<file path="src/rtl/tmr_pkg.sv">
package tmr_pkg;

  typedef enum logic [2:0] {
    SEL_LOAD  = 3'd0,
    SEL_VALUE = 3'd1,
    SEL_CTRL  = 3'd2,
    SEL_ICLR  = 3'd3,
    SEL_RAW   = 3'd4,
    SEL_MASK  = 3'd5,
    SEL_BGLD  = 3'd6,
    SEL_NONE  = 3'd7
  } reg_sel_e;

  typedef struct packed {
    logic       run;
    logic       reload_md;
    logic       irq_en;
    logic       spare;
    logic [1:0] div_sel;
    logic       wide;
    logic       single;
  } ctrl_t;

  localparam ctrl_t CTRL_RST = '{run: 1'b0, reload_md: 1'b0, irq_en: 1'b1,
                                 spare: 1'b0, div_sel: 2'b00, wide: 1'b0,
                                 single: 1'b0};

endpackage

</file>
<file path="src/rtl/tmr_regs.sv">
module tmr_regs
  import tmr_pkg::*;
#(
  parameter int DATA_W = 32
) (
  input  logic              clk,
  input  logic              rst_n,
  input  logic              wr_en,
  input  reg_sel_e          sel,
  input  logic [DATA_W-1:0] wdata,
  input  logic              expire,
  output ctrl_t             ctrl,
  output logic [DATA_W-1:0] reload,
  output logic              raw,
  output logic              load_wr,
  output logic              ctrl_wr,
  output logic              en_rise
);

  localparam int CW = $bits(ctrl_t);

  assign load_wr = wr_en && (sel == SEL_LOAD);
  assign ctrl_wr = wr_en && (sel == SEL_CTRL);
  assign en_rise = ctrl_wr && wdata[CW-1] && !ctrl.run;

  always_ff @(posedge clk) begin
    if (!rst_n) begin
      ctrl   <= CTRL_RST;
      reload <= '0;
      raw    <= 1'b0;
    end else begin
      if (wr_en) begin
        case (sel)
          SEL_LOAD, SEL_BGLD: reload <= wdata;
          SEL_CTRL: begin
            ctrl       <= ctrl_t'(wdata[CW-1:0]);
            ctrl.spare <= 1'b0;
          end
          default: ;
        endcase
      end
      if (expire)
        raw <= 1'b1;
      else if (wr_en && (sel == SEL_ICLR))
        raw <= 1'b0;
    end
  end

endmodule

</file>
<file path="src/rtl/tmr_prescale.sv">
module tmr_prescale #(
  parameter int MID_LOG2  = 4,
  parameter int HIGH_LOG2 = 8
) (
  input  logic       clk,
  input  logic       rst_n,
  input  logic       run,
  input  logic [1:0] div_sel,
  input  logic       restart,
  output logic       tick
);

  localparam int CW = HIGH_LOG2;
  localparam logic [CW-1:0] MID_LIM  = CW'((1 << MID_LOG2) - 1);
  localparam logic [CW-1:0] HIGH_LIM = '1;

  logic [CW-1:0] pcnt;
  logic [CW-1:0] limit;

  always_comb begin
    case (div_sel)
      2'b01:   limit = MID_LIM;
      2'b10:   limit = HIGH_LIM;
      default: limit = '0;
    endcase
  end

  assign tick = run && (pcnt == limit);

  always_ff @(posedge clk) begin
    if (!rst_n || restart || !run)
      pcnt <= '0;
    else if (tick)
      pcnt <= '0;
    else
      pcnt <= pcnt + CW'(1);
  end

endmodule

</file>
<file path="src/rtl/tmr_counter.sv">
module tmr_counter #(
  parameter int DATA_W   = 32,
  parameter int NARROW_W = 16
) (
  input  logic              clk,
  input  logic              rst_n,
  input  logic              tick,
  input  logic              wide,
  input  logic              single,
  input  logic              reload_md,
  input  logic              load_wr,
  input  logic              en_rise,
  input  logic [DATA_W-1:0] wdata,
  input  logic [DATA_W-1:0] reload,
  output logic [DATA_W-1:0] cur,
  output logic              expire
);

  localparam logic [DATA_W-1:0] NARROW_MASK =
    {{(DATA_W-NARROW_W){1'b0}}, {NARROW_W{1'b1}}};

  logic [DATA_W-1:0] count;

  function automatic logic [DATA_W-1:0] fit(input logic [DATA_W-1:0] v,
                                            input logic w);
    return w ? v : (v & NARROW_MASK);
  endfunction

  assign cur    = fit(count, wide);
  assign expire = tick && (cur == DATA_W'(1)) && !load_wr;

  always_ff @(posedge clk) begin
    if (!rst_n)
      count <= '1;
    else if (load_wr)
      count <= fit(wdata, wide);
    else if (en_rise && (cur == '0))
      count <= fit(reload, wide);
    else if (tick) begin
      if (cur != '0)
        count <= cur - DATA_W'(1);
      else if (single)
        count <= '0;
      else if (reload_md)
        count <= fit(reload, wide);
      else
        count <= fit('1, wide);
    end
  end

endmodule

</file>
<file path="src/rtl/down_timer.sv">
module down_timer
  import tmr_pkg::*;
#(
  parameter int DATA_W    = 32,
  parameter int NARROW_W  = 16,
  parameter int ADDR_W    = 3,
  parameter int MID_LOG2  = 4,
  parameter int HIGH_LOG2 = 8
) (
  input  logic              clk,
  input  logic              rst_n,
  input  logic              wr_en,
  input  logic              rd_en,
  input  logic [ADDR_W-1:0] addr,
  input  logic [DATA_W-1:0] wdata,
  output logic [DATA_W-1:0] rdata,
  output logic              irq
);

  reg_sel_e          sel;
  ctrl_t             ctrl;
  logic [DATA_W-1:0] reload;
  logic [DATA_W-1:0] cur;
  logic              raw, load_wr, ctrl_wr, en_rise, tick, expire;

  assign sel = reg_sel_e'(addr);

  tmr_regs #(.DATA_W(DATA_W)) u_regs (
    .clk(clk), .rst_n(rst_n), .wr_en(wr_en), .sel(sel), .wdata(wdata),
    .expire(expire), .ctrl(ctrl), .reload(reload), .raw(raw),
    .load_wr(load_wr), .ctrl_wr(ctrl_wr), .en_rise(en_rise)
  );

  tmr_prescale #(.MID_LOG2(MID_LOG2), .HIGH_LOG2(HIGH_LOG2)) u_pre (
    .clk(clk), .rst_n(rst_n), .run(ctrl.run), .div_sel(ctrl.div_sel),
    .restart(ctrl_wr), .tick(tick)
  );

  tmr_counter #(.DATA_W(DATA_W), .NARROW_W(NARROW_W)) u_cnt (
    .clk(clk), .rst_n(rst_n), .tick(tick), .wide(ctrl.wide),
    .single(ctrl.single), .reload_md(ctrl.reload_md), .load_wr(load_wr),
    .en_rise(en_rise), .wdata(wdata), .reload(reload), .cur(cur),
    .expire(expire)
  );

  assign irq = raw && ctrl.irq_en;

  always_comb begin
    rdata = '0;
    if (rd_en) begin
      case (sel)
        SEL_LOAD, SEL_BGLD: rdata = reload;
        SEL_VALUE:          rdata = cur;
        SEL_CTRL:           rdata = DATA_W'(ctrl);
        SEL_RAW:            rdata = DATA_W'(raw);
        SEL_MASK:           rdata = DATA_W'(raw && ctrl.irq_en);
        default:            rdata = '0;
      endcase
    end
  end

endmodule

</file>
<file path="config.mk">
export PLATFORM = sky130hd
export DESIGN_NAME = down_timer
export DESIGN_NICKNAME = d
export VERILOG_FILES = /design/src/rtl/tmr_pkg.sv /design/src/rtl/tmr_regs.sv /design/src/rtl/tmr_prescale.sv /design/src/rtl/tmr_counter.sv /design/src/rtl/down_timer.sv
export SDC_FILE = /design/constraint.sdc
export NUM_CORES = 1
export LEC_CHECK = 0
export ABC_CLOCK_PERIOD_IN_PS = 6000
export BUFFER_PORTS_ARGS = -buffer_cell sky130_fd_sc_hd__buf_2
export CORE_ASPECT_RATIO = 1.4
export CORE_MARGIN = 1.5
export CORE_UTILIZATION = 35
export DETAILED_ROUTE_END_ITERATION = 10
export GPL_ROUTABILITY_DRIVEN = 0
export SYNTH_ARGS = -nofsm -noshare
export SYNTH_HDL_FRONTEND = slang
export SYNTH_SLANG_ARGS = --single-unit
</file>
<file path="constraint.sdc">
create_clock -name clk -period 6 [get_ports clk]
set_input_delay 0.9 -clock clk [delete_from_list [all_inputs] [get_ports clk]]
set_output_delay 0.9 -clock clk [all_outputs]
set_load 0.05 [all_outputs]
</file>
== Word-level counts from Yosys, hierarchy flattened ==
Cells that the tools add are included.

* Register bits: 80
* Bits of input ports: 39
* Output and inout port bits: 33

* Add/subtract/negate cells: 2
* Eq/ne operators: 10
* Multiplexer cells: 15
* Reductions and logical operators: 24

{| class="wikitable"
|+ Operators with widths
! cell !! count
|-
| 32-bit 2-to-1 mux || 11
|-
| 32-bit case mux with 5 select lines || 1
|-
| 32-bit by 1-bit == test with 1-bit output, second input constant || 1
|-
| 32-bit zero test || 1
|-
| 32-bit nonzero test || 1
|-
| 32-bit by 1-bit subtractor with 32-bit output, second input constant || 1
|-
| 8-bit case mux with 2 select lines || 1
|-
| 1-bit logical AND || 10
|-
| 3-bit == test, second input constant || 3
|-
| 8-bit by 1-bit adder with 8-bit output, second input constant || 1
|-
| 8-bit == test || 1
|-
| 3-bit by 2-bit == test with 1-bit output, second input constant || 2
|-
| 2-bit AND reduction || 2
|-
| 2-bit OR reduction || 2
|-
| 3-bit by 1-bit == test with 1-bit output, second input constant || 1
|-
| 1-bit zero test || 3
|-
| 3-bit zero test || 1
|-
| 3-bit nonzero test || 1
|-
| 2-bit by 1-bit == test with 1-bit output, second input constant || 1
|-
| 2-bit == test, second input constant || 1
|-
| 1-bit logical OR || 2
|-
| 1-bit 2-to-1 mux || 2
|-
| 2-bit nonzero test || 1
|}

== Logic depth before layout (Yosys ltp) ==
Gate-level depths: netlist (run 1).

* Depth after elaboration: 7
* Gate-level depth with buffers: 12
* Mapped depth without buffers: 9

== Hierarchy ==
From an unflattened synthesis (run 1), not the netlist that was laid out.

* Cell total of the unflattened synthesis: 779
* Area total of the unflattened synthesis: 5967.0 um^2

{| class="wikitable"
|+ By module, submodules not included
! module !! instances !! cells each !! area an instance (um^2)
|-
| tmr_counter || 1 || 457 || 3209.3
|-
| tmr_regs || 1 || 173 || 1627.8
|-
| down_timer || 1 || 105 || 708.2
|-
| tmr_prescale || 1 || 44 || 421.7
|}

== Least setup slack after synthesis (run 1) ==
OpenSTA, ideal clock, no wires.

* Path type: in2out
* Start: in addr[1]
* End: out rdata[21]
* Arrival time: 3.058 ns
* Data required time: 5.100 ns
* Path slack: 2.042 ns
* Stages on the path: 7
* Cells stage by stage: clkbuf_1 -> nor3b_1 -> and2_0 -> clkbuf_1 -> clkbuf_1 -> a22oi_1 -> nor2_1

* Word-level cells in the longest chain between the ends: 4
* Elaborated cells between the ends (all ways): 9
* Classes of those cells: 5 x eq/ne; 2 x mux; 2 x reduce/logical

{| class="wikitable"
|+ Ends and longest elaborated chain
! what !! line !! RTL
|-
| from (decl) || down_timer.sv:14 || <nowiki>input logic [ADDR_W-1:0] addr,</nowiki>
|-
| 3-bit == test or 3-bit zero test (tied branches) || down_timer.sv:51 || <nowiki>case (sel)</nowiki>
|-
| 2-bit OR reduction || down_timer.sv:51 ||
|-
| 32-bit case mux with 5 select lines * || down_timer.sv:51 ||
|-
| 32-bit 2-to-1 mux * || down_timer.sv:50 || <nowiki>if (rd_en) begin</nowiki>
|-
| to (decl) || down_timer.sv:16 || <nowiki>output logic [DATA_W-1:0] rdata,</nowiki>
|}

Mark *: on every way between the ends. The rest lies on a longest branch, timed or not.

== Worst setup path in the final report (run 1) ==
* Start: in addr[0]
* End: out rdata[16]

Same word-level chain as after synthesis.

==> results of run 1 <==
[registers in the layout (all words and copies together) (netlist names)]
name / cells
u_pre.pcnt: 8
u_regs.ctrl: 7
u_regs.raw: 1
u_cnt.count: 32
u_regs.reload: 32
[where the power goes]
part           internal [µW]  switching, µW
logic                   55.9            107
clock network            333            231
registers                552           32.1
total                    941            370
[synth_stat cells, types with 5 or more instances]
| cell | number |
|---|---|
| a21oi_1 | 92 |
| o211ai_1 | 13 |
| or3_1 | 6 |
| a32oi_1 | 6 |
| nor2b_1 | 11 |
| clkbuf_1 | 47 |
| a221oi_1 | 9 |
| inv_1 | 12 |
| o31ai_1 | 7 |
| a22oi_1 | 36 |
| nor4_1 | 5 |
| or4_1 | 8 |
| nand4_1 | 11 |
| nand2_1 | 118 |
| buf_2 | 7 |
| o21ai_1 | 18 |
| nor2_1 | 85 |
| o21ai_0 | 34 |
| nor3_1 | 14 |
| xor2_1 | 5 |
| dfxtp_1 | 80 |
| xnor2_1 | 11 |
| nand3_1 | 25 |
[final cells by class]
| class | count | area (µm²) |
|---|---|---|
| multi-input cells | 592 | 3370 |
| repair buffers | 84 | 453 |
| clock inverters | 5 | 56.3 |
| flip-flops and latches | 80 | 1600 |
| inverters | 14 | 52.6 |
| well taps | 189 | 236 |
| fillers | 1618 | 8560 |
| clock buffers | 11 | 243 |
[worst paths after layout]
check / slack [ns] / cells after the start / startpoint / to
max reg2reg: 2.29 / 7 / u_cnt.count[16] / u_cnt.count[2]
min reg2reg: 0.47 / 1 / u_pre.pcnt[0] / u_pre.pcnt[0]
max: 2.00 / 7 / addr[0] / rdata[16]
min: 0.47 / 1 / u_pre.pcnt[0] / u_pre.pcnt[0]
[worst max-delay path: cells and delay by family]
kind	cells	cell delay [ns]
simple gates	3	1.16
compound gates	1	0.24
buf+inv	3	0.79
[through the flow]
stage / cell area, µm² / total power, µW / worst slack (ns) / hold slack [ns]
2_1_floorplan: 5250 / 696 / 2.04 / 0.436
3_3_place_gp: 5710 / 757 / 2.05 / 0.453
3_5_place_dp: 5710 / 758 / 2.00 / 0.465
4_1_cts: 6010 / 1320 / 1.99 / 0.475
5_1_grt: 6010 / 1370 / 1.76 / 0.489
6_report: 6010 / 1310 / 2.00 / 0.471
[cell families after synthesis]
group,after synthesis,share of synthesized area [%]
adder cells (fa/ha/maj),4,0.954
multiplexers,4,0.787
AND/OR/NAND/NOR,313,28.0
buffers and inverters,74,6.03
AO/OA/AOI/OAI,255,31.1
XOR/XNOR,16,2.67
flip-flops,80,30.5
[layer usage]
layer	GRT usage (%)	vias up	part of all wire (%)
met5	0	-	0
met4	10.5	0	3.4
met3	4.06	52	6.6
met2	41.5	243	50
met1	30.4	2802	40
li1	-	2794	-
==> impl_metrics.ini, run 1 <==
[grt]
grt_antenna_before_repair = 0
grt_pass1_wl_mm = 30.2
grt_start_max_net_pins = 65
grtUsageTotal_pct = 24.5
grt-ovfl-total = 0
grt_pass1_vias = 5575

[power_and_ir_drop]
ir_worst_vdd_v = 0.000136
pwr_density_cell_nw_per_um2 = 218
p_leak_uw = 0.00207

[layout]
nNetsFinal = 824
final_cell_mix = 118 x nand2_1, 92 x a21oi_1, 85 x nor2_1
num_antenna_cells = 0
utilization_pct = 41.3
final_common_cell = nand2_1
final_cells = 975
drive_gt1_share_pct = 15.3
area_growth_pct = 14.6

[die]
die_w_um = 106
fp.dieArea_um2 = 15800
rows = 52
core_region_area_um2 = 14600
io_pins = 72
initial_core_util_pct = 36.0
die_h_um = 148

[logic_synthesis]
yosysTopAreaCellShare_pct = 30.5
synth_ff_type = dfxtp_1
synth_nets = 789
syn_inst = 746
syn_area_um2 = 5250
synth_top_cells_by_area = dfxtp_1 31%, a21oi_1 8.8%, nand2_1 8.4%
seq_area_frac_synth_pct = 30.5
synth_edf_count = 0
synth_cell_types = 71
synthArstFlopShare_pct = 0
yosys.area.top_type = dfxtp_1
ys_ff_latch = 80
syn_area_per_cell_um2 = 7.04
yosysWarningCount = 0

[timing]
rsz0062_at_grt = false
setup_tns_ns = 0
timing.final.hold_violations = 0
slew_headroom_pct = 30.4
min_period_ns = 4.00
post-route-period-util_pct = 66.7
drv_slew = 0
finalSetupViolCount = 0
fmax_mhz = 250
max_slew.worst_pin.slew_ns = 1.03
fin_skew_ns = 0.00989

[critical_path]
crit_arrival_ns = 3.10
crit_slowest_cell = and2_0
cp_max_fo = 16
worstSetupPathType = in -> out
cp-start-kind = input port
critical_path.endpoint_type = output pin
cpMostUsedCell = buf_2
path_cells = buf_2 > nor3b_2 > buf_4 > and2_0 > a22oi_1 > nor2_1 > buf_2
cp.required_ns = 5.10
critPathMaxStageDelay_ns = 0.83

[clock_network]
path_clk_slew_ns = 0.06
cts_sinks = 80
cts_buffers = 9
cts_resized = 0
holdBufCountCts = 0
post_cts_buffers = 0
clk_path_buf_depth = 2
clockRootBuffer = clkbuf_16
clk_latency_ns = 0.35
htree_levels = 3
cts_tree = done

[place]
dp.cells = 959
port_buffers = 71
hpwlAfterDp_mm = 13.2

[worst_hold_path]
hp-class = reg -> reg

[route]
dr.pass1.iters = 5
drt_wl_total_mm = 19.0
drt.antenna.violating_nets = 0
first_iter_violations = 601
avgRoutedWirePerCell_um = 19.5
vias_per_cell = 6.04
vias = 5891
drc = 0

[run_status]
outcome = finished, final reports clean

[run]
drv_cap = 0
Note: power is estimated with default switching activity, not from simulation.
==> run 2, diff against run 1 <==
--- a/config.mk
+++ b/config.mk
@@ -5,7 +5,7 @@
 export SDC_FILE = /design/constraint.sdc
 export NUM_CORES = 1
 export LEC_CHECK = 0
-export ABC_CLOCK_PERIOD_IN_PS = 6000
+export ABC_CLOCK_PERIOD_IN_PS = 3800
 export BUFFER_PORTS_ARGS = -buffer_cell sky130_fd_sc_hd__buf_2
 export CORE_ASPECT_RATIO = 1.4
 export CORE_MARGIN = 1.5
==> constraint.sdc (replaced) <==
create_clock -name clk -period 3.8 [get_ports clk]
set_input_delay 0.57 -clock clk [delete_from_list [all_inputs] [get_ports clk]]
set_output_delay 0.57 -clock clk [all_outputs]
set_load 0.05 [all_outputs]
==> run 2 against run 1 <==
Against the previous run: global-route usage increased by 0.29 points; cell count grew 1.1%; critical path type unchanged; largest power group unchanged; highest routed layer unchanged; largest cell class unchanged; wire length is 1.3% higher; hold slack worse by 0.0075 ns; critical path depth did not move.
==> impl_metrics.ini, run 2 (synthesis gave the netlist of run 1 again) <==
[route]
drt_wl_total_mm = 19.3
vias = 5849
topRoutingLayerUsed = met4
met3_length_mm = 1.15
drt-met1-wl_mm = 7.94
dr.pass1.iters = 5
routed-wl-met2_mm = 9.51
vias_per_cell = 5.93
avgRoutedWirePerCell_um = 19.6
drc = 0
drt.antenna.violating_nets = 0
first_iter_violations = 535

[clock_network]
clockRootBuffer = clkbuf_16
holdBufCountCts = 0
cts_buffers = 9
clk_latency_ns = 0.35
clk_path_buf_depth = 2
cts_sinks = 80
cts_tree = done
htree_levels = 3
post_cts_buffers = 0
path_clk_slew_ns = 0.06
cts_resized = 0

[timing]
finalSetupViolCount = 0
drv_slew = 0
fmax_mhz = 310
max_slew.worst_pin.slew_ns = 1.24
rsz0062_at_grt = false
holdWs_ns = 0.463
min_period_ns = 3.22
setup_tns_ns = 0
timing.final.hold_violations = 0
slew_headroom_pct = 17.3
post-route-period-util_pct = 84.8
fin_skew_ns = 0.00650

[critical_path]
cp_max_fo = 17
timing.rr.start = u_cnt.count[12]
reg2regPathDepth = 8
cp.required_ns = 3.23
r2r_slack_ns = 0.65
critical_path.endpoint_type = output pin
r2r-end = u_cnt.count[2]
worstSetupPathType = in -> out
cp-start-kind = input port
crit_arrival_ns = 2.65

[die]
io_pins = 72
initial_core_util_pct = 36.0
die_w_um = 106
fp.dieArea_um2 = 15800
die_h_um = 148
core_region_area_um2 = 14600
rows = 52

[power_and_ir_drop]
p_leak_uw = 0.00211
pwr_density_cell_nw_per_um2 = 330
p_total_uw = 2000
ir_worst_vdd_v = 0.000176

[worst_hold_path]
hold-path-cell-count = 3
hold_end = u_cnt.count[12]
hp-class = in -> reg
min_from = wdata[12]

[layout]
drive_gt1_share_pct = 16.3
num_antenna_cells = 0
final_common_cell = nand2_1
final_cell_mix = 118 x nand2_1, 92 x a21oi_1, 85 x nor2_1
fin_area_um2 = 6070
nNetsFinal = 835
area_growth_pct = 15.6
largestRegisters = u_cnt.count x32, u_regs.reload x32, u_pre.pcnt x8

[place]
port_buffers = 71
hpwlAfterDp_mm = 13.7
dpl_cell_area_um2 = 5790

[grt]
grt_antenna_before_repair = 0
grt_pass1_wl_mm = 30.5
grt-ovfl-total = 0
grtUsageTotal_pct = 24.8
grt_start_max_net_pins = 39
grt_pass1_vias = 5548

[run_status]
outcome = finished, final reports clean

[run]
drv_cap = 0
==> run 2: worst max path at each step <==
stage / from / to / slack (ns) / depth (start not counted)
5_1_grt: addr[1] / rdata[25] / 0.38 / 7
6_report: addr[1] / rdata[26] / 0.58 / 7
3_5_place_dp: addr[1] / rdata[20] / 0.57 / 7
4_1_cts: addr[1] / rdata[20] / 0.56 / 7
3_3_place_gp: addr[1] / rdata[20] / 0.59 / 7
2_1_floorplan: addr[1] / rdata[21] / 0.50 / 7
==> run 2: through the flow <==
stage                     instances  setup WS, ns  utilization (%)
after floorplan                 746         0.502                -
after global placement          970         0.591             39.7
after detailed placement        970         0.570             39.7
after CTS                       986         0.565             41.6
after global routing            986         0.385             41.6
final                           986         0.577             41.6
==> run 2: layout make-up <==
cell class	instances	area, µm²
clock inverters	5	32.5
clock buffers	11	243
inverters	14	52.6
repair buffers	95	536
multi-input cells	592	3360
well taps	189	236
flip-flops and latches	80	1600
fillers	1591	8510
==> run 2: layer usage <==
layer / track usage (%) / up-vias
li1: - / 2810
met1: 30.3 / 2755
met2: 42.6 / 233
met3: 3.70 / 51
met4: 11.3 / 0
met5: 0 / -
==> run 2: report_power, final <==
group	internal (µW)	switching, µW	total (µW)
clock	458	364	823
combinational	90.1	169	259
sequential	872	50.6	923
total	1420	584	2000
==> run 2: critical path, stage by stage <==
cell and delay (ns):
buf_2 0.17, xnor2_1 0.50, nor2b_2 0.59, buf_4 0.34
a22oi_1 0.10, nor2_1 0.09, buf_2 0.29
